File: src/rtl/evt_hub_pkg.sv
// Package: shared constants and types for the inter-core event hub.
// Assumes source index 0 is the main core and indices 1.. are secondaries.
package evt_hub_pkg;
    localparam int SRC_MAIN = 0;

    // Per-flag command decoded from the register port.
    typedef struct packed {
        logic set;
        logic clr;
    } flag_cmd_t;
endpackage

File: src/rtl/evt_edge_sync.sv
// Module: evt_edge_sync
// Brings one asynchronous event level into the clk domain through STAGES
// flops, then emits a one-cycle strobe on its rising edge.
// Assumes the source holds its pulse longer than one clk period.
module evt_edge_sync #(
    parameter int STAGES = 2
) (
    input  logic clk,
    input  logic rst_n,
    input  logic evt_async,
    output logic rise_pulse
);
    logic [STAGES-1:0] chain_q;
    logic              last_q;

    // Synchroniser chain and delayed copy for the edge detector.
    always_ff @(posedge clk) begin
        if (!rst_n) begin
            chain_q <= '0;
            last_q  <= 1'b0;
        end else begin
            chain_q <= {chain_q[STAGES-2:0], evt_async};
            last_q  <= chain_q[STAGES-1];
        end
    end

    // Strobe on a 0 -> 1 change of the synchronised level.
    always_comb rise_pulse = chain_q[STAGES-1] & ~last_q;
endmodule

File: src/rtl/evt_flag.sv
// Module: evt_flag
// One sticky event flag. Hardware strobe and software set both set it;
// a software clear resets it unless a set arrives in the same cycle.
module evt_flag
    import evt_hub_pkg::*;
(
    input  logic      clk,
    input  logic      rst_n,
    input  logic      hw_set,
    input  flag_cmd_t sw_cmd,
    output logic      flag_q
);
    // Flag update: any set outranks a clear.
    always_ff @(posedge clk) begin
        if (!rst_n)                     flag_q <= 1'b0;
        else if (hw_set || sw_cmd.set)  flag_q <= 1'b1;
        else if (sw_cmd.clr)            flag_q <= 1'b0;
    end
endmodule

File: src/rtl/evt_regif.sv
// Module: evt_regif
// Decodes register writes into per-flag set/clear commands and muxes the
// addressed flag onto the read bus. Addresses past N_SRC read zero and
// their writes are dropped.
module evt_regif
    import evt_hub_pkg::*;
#(
    parameter int N_SRC = 3,
    parameter int AW    = 2,
    parameter int DW    = 32
) (
    input  logic                reg_wr,
    input  logic [AW-1:0]       reg_addr,
    input  logic [DW-1:0]       reg_wdata,
    input  logic [N_SRC-1:0]    flags,
    output flag_cmd_t           cmd [N_SRC],
    output logic [DW-1:0]       reg_rdata
);
    for (genvar k = 0; k < N_SRC; k++) begin : g_dec
        logic hit;
        // Address match for flag k.
        always_comb hit = reg_wr && (reg_addr == AW'(k));
        // Split write into set or clear by data bit 0.
        always_comb begin
            cmd[k].set = hit &  reg_wdata[0];
            cmd[k].clr = hit & ~reg_wdata[0];
        end
    end

    // Read mux: flag in bit 0, zeros elsewhere.
    always_comb begin
        reg_rdata = '0;
        for (int k = 0; k < N_SRC; k++) begin
            if (reg_addr == AW'(k)) reg_rdata[0] = flags[k];
        end
    end
endmodule

File: src/rtl/core_event_hub.sv
// Module: core_event_hub (top)
// Captures transmit-event pulses from one main and N_SEC secondary cores
// into sticky flags and routes them as level interrupts: the main flag to a
// line shared by all secondaries, each secondary flag to its own main line.
// Assumes one synchronous clock for the register port and the flags.
module core_event_hub
    import evt_hub_pkg::*;
#(
    parameter int N_SEC       = 2,
    parameter int AW          = 2,
    parameter int DW          = 32,
    parameter int SYNC_STAGES = 2
) (
    input  logic             clk,
    input  logic             rst_n,
    input  logic             evt_main_i,
    input  logic [N_SEC-1:0] evt_sec_i,
    input  logic [AW-1:0]    reg_addr,
    input  logic             reg_wr,
    input  logic [DW-1:0]    reg_wdata,
    output logic [DW-1:0]    reg_rdata,
    output logic             irq_sec_o,
    output logic [N_SEC-1:0] irq_main_o
);
    localparam int N_SRC = N_SEC + 1;

    logic [N_SRC-1:0] evt_raw;
    logic [N_SRC-1:0] hw_edge;
    logic [N_SRC-1:0] flag_q;
    flag_cmd_t        sw_cmd [N_SRC];

    // Gather sources: index 0 main, then secondaries in order.
    always_comb evt_raw = {evt_sec_i, evt_main_i};

    for (genvar k = 0; k < N_SRC; k++) begin : g_src
        evt_edge_sync #(.STAGES(SYNC_STAGES)) u_sync (
            .clk        (clk),
            .rst_n      (rst_n),
            .evt_async  (evt_raw[k]),
            .rise_pulse (hw_edge[k])
        );
        evt_flag u_flag (
            .clk    (clk),
            .rst_n  (rst_n),
            .hw_set (hw_edge[k]),
            .sw_cmd (sw_cmd[k]),
            .flag_q (flag_q[k])
        );
    end

    evt_regif #(.N_SRC(N_SRC), .AW(AW), .DW(DW)) u_regif (
        .reg_wr    (reg_wr),
        .reg_addr  (reg_addr),
        .reg_wdata (reg_wdata),
        .flags     (flag_q),
        .cmd       (sw_cmd),
        .reg_rdata (reg_rdata)
    );

    // Interrupt routing: broadcast main flag, dedicated secondary lines.
    always_comb begin
        irq_sec_o  = flag_q[SRC_MAIN];
        irq_main_o = flag_q[N_SRC-1:1];
    end
endmodule

File: config.mk
export PLATFORM = sky130hd
export DESIGN_NAME = core_event_hub
export DESIGN_NICKNAME = d
export VERILOG_FILES = /design/src/rtl/evt_hub_pkg.sv /design/src/rtl/evt_edge_sync.sv /design/src/rtl/evt_flag.sv /design/src/rtl/evt_regif.sv /design/src/rtl/core_event_hub.sv
export SDC_FILE = /design/constraint.sdc
export NUM_CORES = 1
export LEC_CHECK = 0
export CELL_PAD_IN_SITES_DETAIL_PLACEMENT = 0
export CELL_PAD_IN_SITES_GLOBAL_PLACEMENT = 1
export CORE_MARGIN = 10
export CORE_UTILIZATION = 19
export DETAILED_ROUTE_END_ITERATION = 12
export GPL_TIMING_DRIVEN = 0
export PLACE_DENSITY = 0.87
export SLEW_MARGIN = 10
export SYNTH_ARGS = -nofsm -noshare
export SYNTH_HDL_FRONTEND = slang
export SYNTH_HIERARCHICAL = 1
export SYNTH_SLANG_ARGS = --single-unit
File: constraint.sdc
create_clock -name clk -period 2.28 [get_ports clk]
set_input_delay 0.342 -clock clk [delete_from_list [all_inputs] [get_ports clk]]
set_output_delay 0.342 -clock clk [all_outputs]
set_load 0.01 [all_outputs]
==> summary.txt <==
Outcome
  – Status: finished clean

Floorplan
  – Die height: 80.5 µm
  – Core ar.: 3440 µm²
  – Die width: 80.5 µm
  – Std cell rows: 21
  – Die ar.: 6480 µm²
  – I/O pins: 75
  – Starting density of the core: 0.202

Timing
  – Hold Fails Final Rpt: 0
  – Setup TNS: 0 ns
  – Final setup fails: 0
  – RSZ-0062 raised after global routing: no
  – Slew Viols, Final: 0
  – Minimum clock period: 2.09 ns
  – Fmax: 477 MHz
  – Tcrit/Tclk final: 0.919
  – Worst Skew: 0.000539 ns

Clocking
  – Number of buffers created by CTS: 3
  – Clk sinks: 12
  – H-Tree Depth: 1
  – Clk_lat worst skew: 0.24 ns
  – Hold Buf Count CTS: 0
  – CTS root buffer: clkbuf_8
  – CTS tree: built
  – Clock slew at reported path FFs: 0.05 ns
  – Post-CTS setup buffer count: 0
  – Max clock buf depth: 2
  – Post-CTS sizing: 0

Routing
  – Vias per cell: 2.70
  – Drt drc: 0
  – Drt first-iter violations: 5
  – Detailed-route wire length: 1270 µm
  – Routed via count: 451
  – Drt wl/cell: 7.60 µm
  – Detailed-router iteration count before antenna repair: 2
  – Remaining antenna violation count: 0

Logic synthesis
  – EDFF count, synth: 0
  – Yosys reg bits: 12
  – Mean area per synthesized cell: 9.28 µm²
  – Synth cell count leaders: 31 x buf_4, 12 x dfxtp_1, 9 x and2_1, 4 x nor2_1
  – Predominant post-synthesis flop cell: dfxtp_1
  – Register area share after synthesis: 0.345
  – Simple-gate share of the synthesized area: 0.239
  – Synth Cell Area: 696 µm²
  – Largest area contributor in the netlist: dfxtp_1
  – Synth top area share: 0.345
  – Largest family of logic cells by synthesized area: buffers and inverters
  – Yosys cell types: 15
  – Cells after Synth: 75
  – Post-Synth XOR/XNOR Area: 0
  – Async SR Flop Fraction: 0
  – Synth area leaders: dfxtp_1 35%, buf_4 33%, and2_1 8.1%
  – Count leader, synth: buf_4
  – Post-synthesis mux area share: 0.0144
  – Synthesis warning total: 6
  – Synth Area in Compound Gates: 0.0558
  – Synth Area in Adders: 0

Layout
  – Diode count: 0
  – Sequential cell area: 240 µm²
  – Share of cells above drive strength 1: 0.331
  – Multi-input logic area: 332 µm²
  – Finished Layout Cells: 167
  – Fillers: 360
  – Final net count: 162
  – Area grow syn2layout: 49.6%

Placement
  – Placed cell count: 163
  – Hpwl dp: 1090 µm
  – RePlAce Congestion: 0.711
  – Port Buffer Count: 12

Hold path
  – Hold depth: 1
  – Path type of the worst min-delay path: reg2reg
  – Hold worst-path end: g_src[0].u_sync/chain_q[1]
  – Hold Path Origin: g_src[0].u_sync/chain_q[0]

Setup path
  – Nature of the critical path startpoint: input port
  – Reg-to-reg setup timing slack: 1.49 ns
  – Reg2Reg Capture Point: g_src[1].u_flag/flag_q
  – Data arrival, critical path: 1.75 ns
  – CP peak stage delay: 0.55 ns
  – CP Cell Sequence: clkdlybuf4s50_1 > nand2b_2 > o22ai_2 > clkdlybuf4s50_1
  – Worst-path maximum fanout: 5
  – Setup crit end kind: output pin
  – Slowest-stage cell, CP: clkdlybuf4s50_1
  – Cell mode on critical path: clkdlybuf4s50_1
  – CP Buf/Inv Count: 2
  – RR Startpoint: g_src[1].u_sync/chain_q[1]
  – Reg2reg path depth: 2
  – Largest delay share family, worst path: buffers and inverters
  – WP data required: 1.94 ns
  – Critical path class: in2out

Pwr
  – Maximum VDD drop: 418 µV
  – PwrDens: 549 nW/µm²
  – P_leak: 0.526 nW

Global routing
  – GRT Residual Overflow: 0
  – Antenna violations before repair: 0
  – GRT Total Usage: 0.0385
  – First-pass GRT wire length: 1930 µm
  – Largest net degree at the start of global routing: 13
  – Vias in the first global route: 432

Flow run
  – Max_cap viols: 0
## metrics by stage
stage          power [mW]  cell area, µm²  setup slack (ns)  hold slack [ns]  utilization
3_3_place_gp        0.344             986             0.184            0.408        0.286
5_1_grt             0.604            1040             0.134            0.431        0.302
2_1_floorplan       0.314             808              1.24            0.406            -
3_5_place_dp        0.344             986             0.182            0.411        0.286
6_report            0.571            1040             0.185            0.423        0.302
4_1_cts             0.574            1040             0.177            0.423        0.302
## cells by family after synthesis
logic type,count (synthesis)
flip-flops,12
multiplexers,1
other,1
AO/OA/AOI/OAI,4
buffers and inverters,32
AND/OR/NAND/NOR,25
## layout by cell type, fill, tap and decap left out
master / instances
and2_1: 9
buf_4: 31
clkbuf_8: 4
clkdlybuf4s50_1: 12
conb_1: 31
dfxtp_1: 12
inv_1: 1
mux2i_1: 1
nand2_1: 1
nand2b_1: 2
nand2b_2: 1
nor2_1: 4
nor2b_1: 3
nor2b_4: 3
nor3_1: 2
o22ai_2: 1
o31a_1: 3
## area by class of cell
| cell class | instances | share of cell area |
|---|---|---|
| clock buffer | 4 | 0.0529 |
| inverter | 1 | 0.00361 |
| sequential | 12 | 0.231 |
| multi-input combinational | 61 | 0.319 |
| buffer | 31 | 0.224 |
| tap | 46 | 0.0553 |
| timing repair buffer | 12 | 0.115 |
## state kept, by name (all words and copies together) (netlist names)
register              count
g_src.u_sync/chain_q      6
g_src.u_flag/flag_q       3
g_src.u_sync/last_q       3
## per-layer routing
layer,GRT usage,vias up,share of wire
li1,-,265,-
met1,0.0439,153,0.48
met2,0.0462,31,0.33
met3,0.0412,2,0.18
met4,0.0106,0,0.0095
met5,0,-,0
## report_power, final
| part | internal, mW | switching, mW |
|---|---|---|
| logic | 0.0687 | 0.0495 |
| registers | 0.220 | 0.00497 |
| clock network | 0.152 | 0.0756 |
## how the worst max path moves through the flow
stage / from / to / slack [ns] / depth (start not counted)
5_1_grt: reg_addr[1] / reg_rdata[0] / 0.13 / 4
3_3_place_gp: reg_addr[1] / reg_rdata[0] / 0.18 / 4
2_1_floorplan: reg_addr[1] / reg_rdata[0] / 1.24 / 2
3_5_place_dp: reg_addr[1] / reg_rdata[0] / 0.18 / 4
6_report: reg_addr[1] / reg_rdata[0] / 0.19 / 4
4_1_cts: reg_addr[1] / reg_rdata[0] / 0.18 / 4
No activity file was read; power rests on OpenSTA's default activity.
